===== src/rtl/lut_cell_pkg.sv =====
package lut_cell_pkg;
  typedef enum logic [1:0] {
    CELL_FIXED = 2'd0,
    CELL_RAM   = 2'd1,
    CELL_SHIFT = 2'd2,
    CELL_RSVD  = 2'd3
  } cell_mode_e;
endpackage


===== src/rtl/lut_cell_decode.sv =====
// One-hot address decode, gated by an enable.
module lut_cell_decode #(
  parameter int SEL_W = 4,
  parameter int DEPTH = 1 << SEL_W
) (
  input  logic [SEL_W-1:0] sel,
  input  logic             en,
  output logic [DEPTH-1:0] hot
);
  for (genvar i = 0; i < DEPTH; i++) begin : g_dec
    assign hot[i] = en && (sel == SEL_W'(i));
  end
endmodule


===== src/rtl/lut_cell_store.sv =====
// Bit array: load has priority, then per-bit RAM strobe, then shift.
module lut_cell_store #(
  parameter int DEPTH = 16
) (
  input  logic             clk,
  input  logic             rst,
  input  logic             init_load,
  input  logic [DEPTH-1:0] init_bits,
  input  logic [DEPTH-1:0] ram_hot,
  input  logic             shift_en,
  input  logic             din,
  output logic [DEPTH-1:0] bits
);
  for (genvar i = 0; i < DEPTH; i++) begin : g_bit
    logic shift_src;
    if (i == 0) begin : g_head
      assign shift_src = din;
    end else begin : g_chain
      assign shift_src = bits[i-1];
    end

    always_ff @(posedge clk) begin
      if (rst)             bits[i] <= 1'b0;
      else if (init_load)  bits[i] <= init_bits[i];
      else if (ram_hot[i]) bits[i] <= din;
      else if (shift_en)   bits[i] <= shift_src;
    end
  end
endmodule


===== src/rtl/lut_cell_mux.sv =====
// Combinational read select.
module lut_cell_mux #(
  parameter int SEL_W = 4,
  parameter int DEPTH = 1 << SEL_W
) (
  input  logic [DEPTH-1:0] bits,
  input  logic [SEL_W-1:0] sel,
  output logic             dout
);
  assign dout = bits[sel];
endmodule


===== src/rtl/lut_cell.sv =====
module lut_cell
  import lut_cell_pkg::*;
#(
  parameter int SEL_W = 4,
  localparam int DEPTH = 1 << SEL_W
) (
  input  logic             clk,
  input  logic             rst,
  input  logic [1:0]       mode,
  input  logic             we,
  input  logic             din,
  input  logic [SEL_W-1:0] sel,
  input  logic             init_load,
  input  logic [DEPTH-1:0] init_bits,
  output logic             dout
);
  cell_mode_e       mode_e;
  logic             ram_en;
  logic             shift_en;
  logic [DEPTH-1:0] ram_hot;
  logic [DEPTH-1:0] cell_bits;

  assign mode_e   = cell_mode_e'(mode);
  assign ram_en   = we && (mode_e == CELL_RAM);
  assign shift_en = we && (mode_e == CELL_SHIFT);

  lut_cell_decode #(.SEL_W(SEL_W), .DEPTH(DEPTH)) u_dec (
    .sel (sel),
    .en  (ram_en),
    .hot (ram_hot)
  );

  lut_cell_store #(.DEPTH(DEPTH)) u_store (
    .clk       (clk),
    .rst       (rst),
    .init_load (init_load),
    .init_bits (init_bits),
    .ram_hot   (ram_hot),
    .shift_en  (shift_en),
    .din       (din),
    .bits      (cell_bits)
  );

  lut_cell_mux #(.SEL_W(SEL_W), .DEPTH(DEPTH)) u_mux (
    .bits (cell_bits),
    .sel  (sel),
    .dout (dout)
  );
endmodule


===== config.mk =====
export PLATFORM = sky130hd
export DESIGN_NAME = lut_cell
export DESIGN_NICKNAME = d
export VERILOG_FILES = /design/src/rtl/lut_cell_pkg.sv /design/src/rtl/lut_cell_decode.sv /design/src/rtl/lut_cell_store.sv /design/src/rtl/lut_cell_mux.sv /design/src/rtl/lut_cell.sv
export SDC_FILE = /design/constraint.sdc
export NUM_CORES = 1
export LEC_CHECK = 0
export BUFFER_PORTS_ARGS = -buffer_cell sky130_fd_sc_hd__buf_2
export CORE_UTILIZATION = 50
export CTS_CLUSTER_DIAMETER = 30
export CTS_CLUSTER_SIZE = 16
export DETAILED_ROUTE_END_ITERATION = 8
export HOLD_SLACK_MARGIN = 0.03
export PLACE_DENSITY = 0.76
export SLEW_MARGIN = 20
export SYNTH_ARGS = -nofsm -noshare
export SYNTH_HDL_FRONTEND = slang
export SYNTH_HIERARCHICAL = 1
export SYNTH_SLANG_ARGS = --single-unit

===== constraint.sdc =====
create_clock -name clk -period 1.2 [get_ports clk]
set_input_delay 0.12 -clock clk [delete_from_list [all_inputs] [get_ports clk]]
set_output_delay 0.12 -clock clk [all_outputs]
set_load 0.01 [all_outputs]

---- Yosys cells after proc, flatten, opt, wreduce, memory -nomap -nowiden ----
Cells that the tools add are included.
word-level totals
  word-level logic and storage cells ...... 119
  output and inout bits ................... 1
  register bits ........................... 16
cells by class
  reduce and logical (&&, ||, !) cells .... 35
  multiplexer cells ....................... 50
  eq/ne operators ......................... 17
  magnitude comparators ................... 1
operator list
  cell                                                  number
  two-way mux 1 bit                                     49
  nonzero test 3 bit                                    16
  equality test 4 bit (second input constant)           8
  logical AND 1 bit                                     18
  equality test 4 x 3 -> 1 bit (second input constant)  4
  equality test 4 x 2 -> 1 bit (second input constant)  2
  < comparator 4 x 5 -> 1 bit (second input constant)   1
  binary-select mux 1 bit (select 4 bit)                1
  equality test 4 x 1 -> 1 bit (second input constant)  1
  zero test 4 bit                                       1
  equality test 2 x 1 -> 1 bit (second input constant)  1
  equality test 2 bit (second input constant)           1

---- Depth between registers and ports, before layout ----
Gate-level depths: netlist of the first run.
  word-level depth ........................ 5
  depth in mapped cells ................... 5

---- Hierarchy ----
Netlist of the first run, hierarchy kept.
modules (own cells, without submodules)
  module           area an instance (um^2)  seq. area each (um^2)  cells each  instances
  lut_cell_store   1238.7                   320.3                  124         1
  lut_cell_mux     135.1                    0.0                    7           1
  lut_cell_decode  117.6                    0.0                    23          1
  lut_cell         17.5                     0.0                    2           1

---- Worst setup path before layout of the first run ----
Ideal clock, no wire load.
  path type ............................... input port to flip-flop
  from .................................... in mode[1]
  to ...................................... reg u_store.bits[0], in the netlist u_store/g_bit[1].shift_src
  arrival ................................. 1.215 ns
  buffers on the path ..................... 0
  library setup time ...................... 0.088 ns
  path slack .............................. -0.103 ns
  cell stages on the path ................. 5
  cell sequence ........................... and3b_1 -> or3b_4 -> nor3_2 -> o21ai_0 -> a311oi_2
between the ends
  word-level cells in the longest chain between the ends .. 5
ends and longest elaborated chain
  what                              line                   source
  from (decl)                       lut_cell.sv:9          input logic [1:0] mode,
  equality test 2 x 1 -> 1 bit (*)  lut_cell.sv:24         assign ram_en = we && (mode_e == CELL_RAM);
  logical AND 1 bit (*)             lut_cell.sv:24
  logical AND 1 bit (*)             lut_cell_decode.sv:11  assign hot[i] = en && (sel == SEL_W'(i));
  net ram_hot[0]                    lut_cell.sv:20         logic [DEPTH-1:0] ram_hot;
  two-way mux 1 bit                 lut_cell_store.sv:25   else if (ram_hot[i]) bits[i] <= din;
  two-way mux 1 bit                 lut_cell_store.sv:24   else if (init_load) bits[i] <= init_bits[i];
  to (signal, indexed assignment)   lut_cell_store.sv:24
  to (signal, indexed assignment)   lut_cell_store.sv:25
  to (signal, indexed assignment)   lut_cell_store.sv:26   else if (shift_en) bits[i] <= shift_src;
  to (decl)                         lut_cell_store.sv:12   output logic [DEPTH-1:0] bits
Mark *: on every way through the listed nets, which the timed path passes. The rest lies on a longest branch.
A chain may end at the register's enable or synchronous reset.

---- Worst setup path after layout of the first run ----
  from .................................... reg u_store.bits[15]
  to ...................................... out dout
between the ends
  word-level cells in the longest chain between the ends .. 2
ends and longest elaborated chain
  what                                     line                source
  binary-select mux 1 bit (select 4 bit)   lut_cell_mux.sv:10  assign dout = bits[sel];
  two-way mux 1 bit (implied by the code)  lut_cell_mux.sv:10
  to (decl)                                lut_cell.sv:15      output logic dout
No other way between the ends. The select of a mux whose other input is x is not followed.

==> results of run 1 <==
cell usage after synthesis:
cell type,count
a311oi_2,1
and3b_1,2
buf_2,6
buf_4,16
buf_6,4
clkbuf_1,1
clkbuf_2,1
dfxtp_1,16
inv_1,1
mux2i_1,18
mux4_1,4
nand2_1,16
nand2b_1,2
nand3_1,1
nand3b_1,2
nand4bb_1,9
nor2_1,12
nor2b_1,1
nor3_1,3
nor3_2,1
o21ai_0,1
o221ai_1,3
o221ai_2,12
or3_1,15
or3b_1,1
or3b_4,1
or4bb_1,6
worst max-delay path: cells and delay by family (launching register included):
| kind | cells | cell delay [ns] |
|---|---|---|
| multiplexers | 3 | 0.73 |
| flip-flops | 1 | 0.34 |
| buffers and inverters | 1 | 0.14 |
layer usage:
| metal | part of all wire [%] | GRT usage, % | vias up | routed length [um] |
|---|---|---|---|---|
| li1 | - | - | 648 | - |
| met1 | 40 | 29.1 | 605 | 1390 |
| met2 | 52 | 41.8 | 49 | 1800 |
| met3 | 6.3 | 3.40 | 4 | 217 |
| met4 | 1.0 | 8.01 | 0 | 36 |
| met5 | 0 | 0 | - | 0 |
area by class of cell:
type                    count  area (um2)  area share [%]
well taps                  31        38.8            2.19
flip-flops and latches     16         332            18.7
multi-input cells         111         973            54.9
clock buffers               4        36.3            2.05
repair buffers             58         389            21.9
inverters                   1        3.75           0.212
logic make-up after synthesis:
| logic type | after synthesis | share of synthesized area, % |
|---|---|---|
| flops | 16 | 21.2 |
| mux | 22 | 18.9 |
| buf+inv | 29 | 13.8 |
| simple gates | 72 | 31.1 |
| compound gates | 17 | 15.0 |
through the flow:
| step | util (%) | cell area (um2) | hold slack, ns | TNS (ns) | total power, mW |
|---|---|---|---|---|---|
| 3_3_place_gp | 61.0 | 1710 | 0.418 | -2.53 | 0.976 |
| 4_1_cts | 62.9 | 1760 | 0.109 | -0.394 | 1.37 |
| 5_1_grt | 63.2 | 1770 | 0.105 | -0.482 | 1.44 |
| 6_report | 63.2 | 1770 | 0.100 | -0.424 | 1.37 |
| 2_1_floorplan | - | 1530 | 0.310 | -0.104 | 0.882 |
| 3_5_place_dp | 61.0 | 1710 | 0.426 | -3.17 | 0.995 |
state kept, by name (all words and copies together), names as in the netlist:
name	cells
u_store/g_bit.shift_src	15
u_store/bits	1
timing repair:
| item | in CTS | in global routing |
|---|---|---|
| endpoints found under the setup margin | 2 | 4 |
| resized for setup | 3 | 2 |
| setup buffers | 1 | 0 |
| endpoints found under the hold margin | 0 | 0 |
power groups by stage:
stage	registers, mW	clock network [mW]	logic [mW]
after floorplan	0.602	0	0.280
after global placement	0.596	0	0.381
after detailed placement	0.598	0	0.397
after CTS	0.586	0.379	0.402
after global routing	0.590	0.408	0.443
final	0.586	0.383	0.405
how the worst min path moves through the flow:
stage | start | to | slack, ns | cells past startpoint
4_1_cts | init_bits[3] | u_store/g_bit[4].shift_src | 0.11 | 3
5_1_grt | init_bits[2] | u_store/g_bit[3].shift_src | 0.11 | 3
3_3_place_gp | init_bits[13] | u_store/g_bit[14].shift_src | 0.42 | 3
3_5_place_dp | init_bits[3] | u_store/g_bit[4].shift_src | 0.43 | 3
2_1_floorplan | init_bits[6] | u_store/g_bit[7].shift_src | 0.31 | 2
6_report | init_bits[3] | u_store/g_bit[4].shift_src | 0.10 | 3
==> results.toml, run 1 <==
[status]
outcome = "finished with violations"
violations = "design-rule violations, negative setup slack"

[power_and_ir_drop]
power_switching_uw = 403
p_comb_share_pct = 29.5
pwr-share-seq_pct = 42.6
power_density_nw_per_um2 = 775
p_int_uw = 971
netSwitchingFraction_pct = 29.3
vdd_drop_max_mv = 0.364
clockPowerShare_pct = 27.9
p_leak_nw = 0.700

[clocking]
path_clk_slew_ns = 0.10
root_buffer = "clkbuf_4"
clkSinkCount = 16
cts_inserted_buffers = 3
cts_tree = "yes"
cts_hold_buf = 0
clock_latency_ns = 0.30
cts_buffer_depth = 2
htreeDepth = 1

[logic_synthesis]
yosys_register_bits = 16
synth_top_area_cell = "dfxtp_1"
synth_seq_area_share_pct = 21.2
synth_top_area_share_pct = 21.2
yosysWarnings = 6
ys_types = 27
synthTopCellsByArea = "dfxtp_1 21%, mux2i_1 12%, o221ai_2 12%, buf_4 8.0%, mux4_1 7.0%"
syn_inst = 156
syn-mean-instance-area_um2 = 9.67
synth_nets = 183
synthesis.area_um2 = 1510

[drt]
dr.pass1.iters = 6
vias = 1306
route.detailed.drc = 6
routed_wl_um = 3440
drt-initial-drc-count = 61
antenna_left = 0
viasPerCell = 5.91
drt-wirelength-per-cell_um = 15.6

[critical_path]
crit_fanout = 2
crit_chain = "mux4_2 > mux2i_1 > mux2i_1 > buf_2"
reg2reg_setup_slack_ns = 0.04
critPathKind = "reg -> out"
worst_r2r_path_depth = 3
max_stage_delay_ns = 0.48
cp-end-kind = "primary output"
timing.rr.start = "u_store/g_bit[1].shift_src"
crit_required_ns = 1.08
timing.rr.end = "u_store/g_bit[1].shift_src"
arrival_ns = 1.50
cp-endpoint = "dout"
startpoint = "u_store/bits[15]"
startpoint_type = "register"
crit_path_frequent_cell = "mux2i_1"
slowest_stage = "mux4_2"

[sta]
period_share_pct = 135
rsz0062_at_grt = "yes"
maxSlewHeadroom_pct = 59.7
setup_viol = 1
maxSlewViolCount = 0
hold_viol_final = 0
timing.final.ws_setup_ns = -0.424
timing.fmax_ghz = 0.616
max_slew.worst_pin.slew_ns = 0.605
fin_crit_ns = 1.62
skew_ns = 0.00200

[final_layout]
fin_nets = 218
finalNonFillerCells = 221
layout_common_cells = "30 x buf_4, 25 x buf_2, 18 x mux2i_1"
n_antenna_cell = 0
synthToLayoutAreaGrowth_pct = 17.5
final_common_cell = "buf_4"
drive_gt1_share_pct = 47.9
nFillCells = 234

[place]
io_buffers = 27
dp.cells = 216
gp_congestion = 0.839
dp_slack_ns = -0.332
dpl.hpwl_um = 2620

[floorplan]
die-height_um = 56.9
die-area_um2 = 3240
row_count = 19
die_w_um = 56.9
pin_count = 28
start_util_pct = 53.8
core_um2 = 2810

[global_route]
grt_pass1_vias = 1345
grt_antenna_before_repair = 0
grt_max_degree = 43
grt_usage_pct = 23.5
overflow = 0
grt_pass1_wl_um = 5950

[worst_hold_path]
hp-class = "in -> reg"

[flow_run]
max_cap_violations = 0
(Power assumes the default switching activity.)
==> run 2, diff against run 1 <==
CAP_MARGIN = 20   (was default)
CORE_MARGIN = 4   (was default)
==> results.toml, run 2 (synthesis results as in run 1) <==
[floorplan]
start_util_pct = 53.3
pin_count = 28
core_um2 = 2830
row_count = 19
die-height_um = 62.9
die_w_um = 62.9
die-area_um2 = 3960

[sta]
setup_viol = 1
maxSlewHeadroom_pct = 61.2
maxSlewViolCount = 0
skew_ns = 0.00176
timing.final.ws_setup_ns = -0.390
max_slew.worst_pin.slew_ns = 0.582
period_share_pct = 132
fin_crit_ns = 1.59
hold_viol_final = 0
rsz0062_at_grt = "yes"
timing.fmax_ghz = 0.629

[place]
gp_congestion = 0.842
dpl.hpwl_um = 2640
dp.cells = 214
io_buffers = 27

[critical_path]
worst_r2r_path_depth = 3
timing.rr.end = "u_store/g_bit[1].shift_src"
crit_required_ns = 1.08
arrival_ns = 1.47
slowest_stage = "mux4_2"
crit_path_frequent_cell = "mux2i_1"
startpoint = "u_store/bits[15]"
crit_fanout = 2
max_stage_delay_ns = 0.49
startpoint_type = "register"
reg2reg_setup_slack_ns = 0.09
critPathKind = "reg -> out"
cp-end-kind = "primary output"
crit_chain = "mux4_2 > mux2i_1 > mux2i_1 > buf_2"
cp-endpoint = "dout"
timing.rr.start = "u_store/g_bit[1].shift_src"

[drt]
route.detailed.drc = 0
dr.pass1.iters = 5
routed_wl_um = 3460
drt-initial-drc-count = 57
drt-wirelength-per-cell_um = 16.0
viasPerCell = 6.04
vias = 1311
antenna_left = 0

[global_route]
grt_usage_pct = 18.7
overflow = 0
grt_antenna_before_repair = 0
grt_max_degree = 43
grt_pass1_vias = 1279
grt_pass1_wl_um = 6000

[clocking]
cts_buffer_depth = 2
root_buffer = "clkbuf_4"
path_clk_slew_ns = 0.10
clkSinkCount = 16
cts_tree = "yes"
cts_inserted_buffers = 3
cts_hold_buf = 0
post_cts_buffers = 0
htreeDepth = 1
clock_latency_ns = 0.28

[final_layout]
layout_common_cells = "28 x buf_4, 27 x buf_2, 18 x mux2i_1"
drive_gt1_share_pct = 49.5
n_antenna_cell = 0
fin_nets = 215
largest_reg_flops = 15
final_common_cell = "buf_4"
synthToLayoutAreaGrowth_pct = 14.8
finalNonFillerCells = 217

[power_and_ir_drop]
power_density_nw_per_um2 = 737
p_leak_nw = 0.674
finalPower_mw = 1.28
vdd_drop_max_mv = 0.418

[status]
violations = "negative setup slack"
outcome = "finished with violations"

[worst_hold_path]
hp-class = "in -> reg"

[flow_run]
max_cap_violations = 0
[run 2: cell types whose count changed in the layout (fill, tap and decap cells not counted), moves of 2 or more]
cell / delta
nor2_1: -3
nor2_2: +3
buf_2: +2
buf_4: -2
[run 2: critical path, delay by kind of cell, from the launching register on]
family,cells,cell delay (ns)
flip-flops,1,0.33
buffers and inverters,1,0.14
multiplexers,3,0.71
[run 2: routing by layer]
| layer | part of all wire, % | track usage [%] | wire length [um] |
|---|---|---|---|
| met5 | 0 | 0 | 0 |
| met4 | 1.2 | 8.26 | 41 |
| met3 | 3.5 | 2.16 | 122 |
| met2 | 50 | 30.7 | 1740 |
| met1 | 45 | 24.4 | 1560 |
[run 2: stage by stage]
step                      hold slack, ns  cell area (um2)  setup TNS [ns]  setup WS [ns]  util (%)
after floorplan                    0.310             1530          -0.104        -0.0850         -
after global placement             0.418             1680           -2.29         -0.246      59.5
after detailed placement           0.423             1680           -2.83         -0.293      59.5
after CTS                          0.112             1710          -0.392         -0.392      60.4
after global routing               0.110             1730          -0.459         -0.426      61.2
final                              0.116             1730          -0.390         -0.390      61.2
[run 2: how the worst min path moves through the flow]
stage,depth (start not counted),to,startpoint
floorplan,2,u_store/g_bit[7].shift_src,init_bits[6]
global placement,3,u_store/g_bit[13].shift_src,init_bits[12]
detailed placement,3,u_store/g_bit[13].shift_src,init_bits[12]
CTS,3,u_store/g_bit[13].shift_src,init_bits[12]
global route,3,u_store/g_bit[13].shift_src,init_bits[12]
finish,3,u_store/g_bit[13].shift_src,init_bits[12]
[run 2: cell type report]
type / instances / area, um2
Clock buffer: 3 / 22.5
Sequential cell: 16 / 332
Tap cell: 31 / 38.8
Fill cell: 242 / 1100
Inverter: 1 / 3.75
Multi-Input combinational cell: 111 / 990
Timing Repair Buffer: 55 / 345
[run 2: timing repair]
| action | 4_1_cts | 5_1_grt |
|---|---|---|
| gates resized for setup | 1 | 7 |
| endpoints found under the setup margin | 1 | 7 |
| pin swaps | 0 | 0 |
[run 2: power by group]
| group | internal (mW) | leakage, nW | switching (mW) |
|---|---|---|---|
| registers | 0.569 | 0.135 | 0.0166 |
| logic | 0.208 | 0.524 | 0.188 |
| clock network | 0.117 | 0.0138 | 0.178 |
| total | 0.893 | 0.674 | 0.383 |
==> run 3, diff against run 2 <==
clock period = 1.28 ns   (was 1.2 ns; I/O delays follow)
==> results.toml, run 3 (synthesis results as in run 1) <==
[clocking]
cts_tree = "yes"
path_clk_slew_ns = 0.11
clkSinkCount = 16
cts_buffer_depth = 2
clock_latency_ns = 0.30
cts_inserted_buffers = 3
htreeDepth = 1
root_buffer = "clkbuf_4"

[sta]
maxSlewViolCount = 0
rsz0062_at_grt = "yes"
setup_viol = 1
period_share_pct = 129
hold_viol_final = 0
skew_ns = 0.00482
fin_crit_ns = 1.65
maxSlewHeadroom_pct = 59.3
max_slew.worst_pin.slew_ns = 0.611
timing.fmax_ghz = 0.606
timing.final.ws_setup_ns = -0.370

[power_and_ir_drop]
p_int_uw = 895
clockPowerShare_pct = 28.2
pwr-share-seq_pct = 43.0
p_comb_share_pct = 28.7
power_density_nw_per_um2 = 745
netSwitchingFraction_pct = 30.0
vdd_drop_max_mv = 0.367
power_switching_uw = 384
p_leak_nw = 0.674

[final_layout]
synthToLayoutAreaGrowth_pct = 13.8
n_antenna_cell = 0
largest_reg_flops = 15
final_common_cell = "buf_2"
nFillCells = 280
drive_gt1_share_pct = 42.9
ff_latch_area_um2 = 325
design_area_um2 = 1720
layout_common_cells = "27 x buf_2, 24 x buf_4, 18 x mux2i_1"
fin_nets = 212
finish.utilization_pct = 60.7
multiInputGateArea_um2 = 977

[floorplan]
start_util_pct = 53.3
die-height_um = 62.9
pin_count = 28
row_count = 19
die-area_um2 = 3960
core_um2 = 2830
die_w_um = 62.9

[drt]
dr.pass1.iters = 4
drt-wirelength-per-cell_um = 17.7
antenna_left = 0
route.detailed.drc = 0
vias = 1311
drt-initial-drc-count = 64
routed_wl_um = 3800
viasPerCell = 6.10

[global_route]
grt_pass1_wl_um = 6350
overflow = 0
grt_usage_pct = 19.9
grt_pass1_vias = 1345
grt_max_degree = 48
grt_antenna_before_repair = 0

[worst_hold_path]
hp-class = "in -> reg"

[critical_path]
critPathKind = "reg -> out"
crit_path_frequent_cell = "mux2i_1"
crit_required_ns = 1.15
critPathTopFamily = "multiplexers"
crit_fanout = 2
arrival_ns = 1.52
crit_chain = "mux4_2 > mux2i_1 > mux2i_1 > buf_2"
cp-end-kind = "primary output"
max_stage_delay_ns = 0.47
startpoint_type = "register"
slowest_stage = "mux4_2"
worst-path-buf-inv = 1

[place]
dpl.hpwl_um = 2810
placed_area_um2 = 1660
gp_congestion = 0.809
io_buffers = 27

[flow_run]
max_cap_violations = 0

[status]
violations = "negative setup slack"
outcome = "finished with violations"
[run 3: changes by cell type in the layout (fill, tap and decap cells not counted)]
cell and change:
dfxtp_1 +5, dfxtp_2 -5, buf_4 -4, nor2_1 +3, nor2_2 -3, buf_12 +1
clkbuf_8 +1, mux4_1 +1, mux4_2 -1, nor3_1 +1, nor3_2 -1, o21ai_1 +1
o21ai_2 -1
[run 3: repair_timing]
action                                  in CTS  in global routing
endpoints found under the setup margin       1                  2
buffers inserted                             3                  0
hold buffers                                 0                  0
pin swaps                                    0                  1
gates resized for setup                      7                  2
[run 3: power by group through the flow]
stage | registers, mW | logic, mW | clock network [mW]
6_report | 0.550 | 0.367 | 0.361
5_1_grt | 0.554 | 0.397 | 0.391
4_1_cts | 0.550 | 0.363 | 0.363
3_5_place_dp | 0.560 | 0.349 | 0
3_3_place_gp | 0.557 | 0.333 | 0
2_1_floorplan | 0.558 | 0.251 | 0
[run 3: area by class of cell]
cell class	instances	share of cell area, %
Multi-Input combinational cell	111	56.9
Timing Repair Buffer	52	19.5
Sequential cell	16	19.0
Tap cell	31	2.26
Clock buffer	4	2.11
Inverter	1	0.219
[run 3: per-stage QoR]
stage	setup TNS, ns	hold WS (ns)	setup slack, ns	power, mW	std cells
2_1_floorplan	-0.0130	0.325	-0.0130	0.809	156
3_3_place_gp	-1.29	0.429	-0.167	0.890	208
3_5_place_dp	-2.02	0.438	-0.275	0.909	208
4_1_cts	-0.369	0.117	-0.369	1.28	215
5_1_grt	-0.397	0.113	-0.397	1.34	215
6_report	-0.370	0.118	-0.370	1.28	215
[run 3: layer usage]
| layer | wire length [um] | part of all wire [%] | up-vias | GRT usage [%] |
|---|---|---|---|---|
| li1 | - | - | 639 | - |
| met1 | 1620 | 43 | 628 | 25.4 |
| met2 | 1950 | 51 | 40 | 32.7 |
| met3 | 186 | 4.9 | 4 | 3.06 |
| met4 | 46 | 1.2 | 0 | 8.82 |
| met5 | 0 | 0 | - | 0 |
[run 3: final timing paths]
path,to,slack [ns],startpoint,cells after the start
worst min-delay path,u_store/g_bit[13].shift_src,0.12,init_bits[12],3
worst max register to register,u_store/g_bit[1].shift_src,0.12,u_store/g_bit[1].shift_src,3
worst max-delay path,dout,-0.37,u_store/bits[15],4
worst min register to register,u_store/g_bit[13].shift_src,0.61,u_store/g_bit[13].shift_src,2
[run 3: worst min-delay path: stages]
cell      delay (ns)
buf_2           0.10
nand2_1         0.07
o221ai_2        0.09
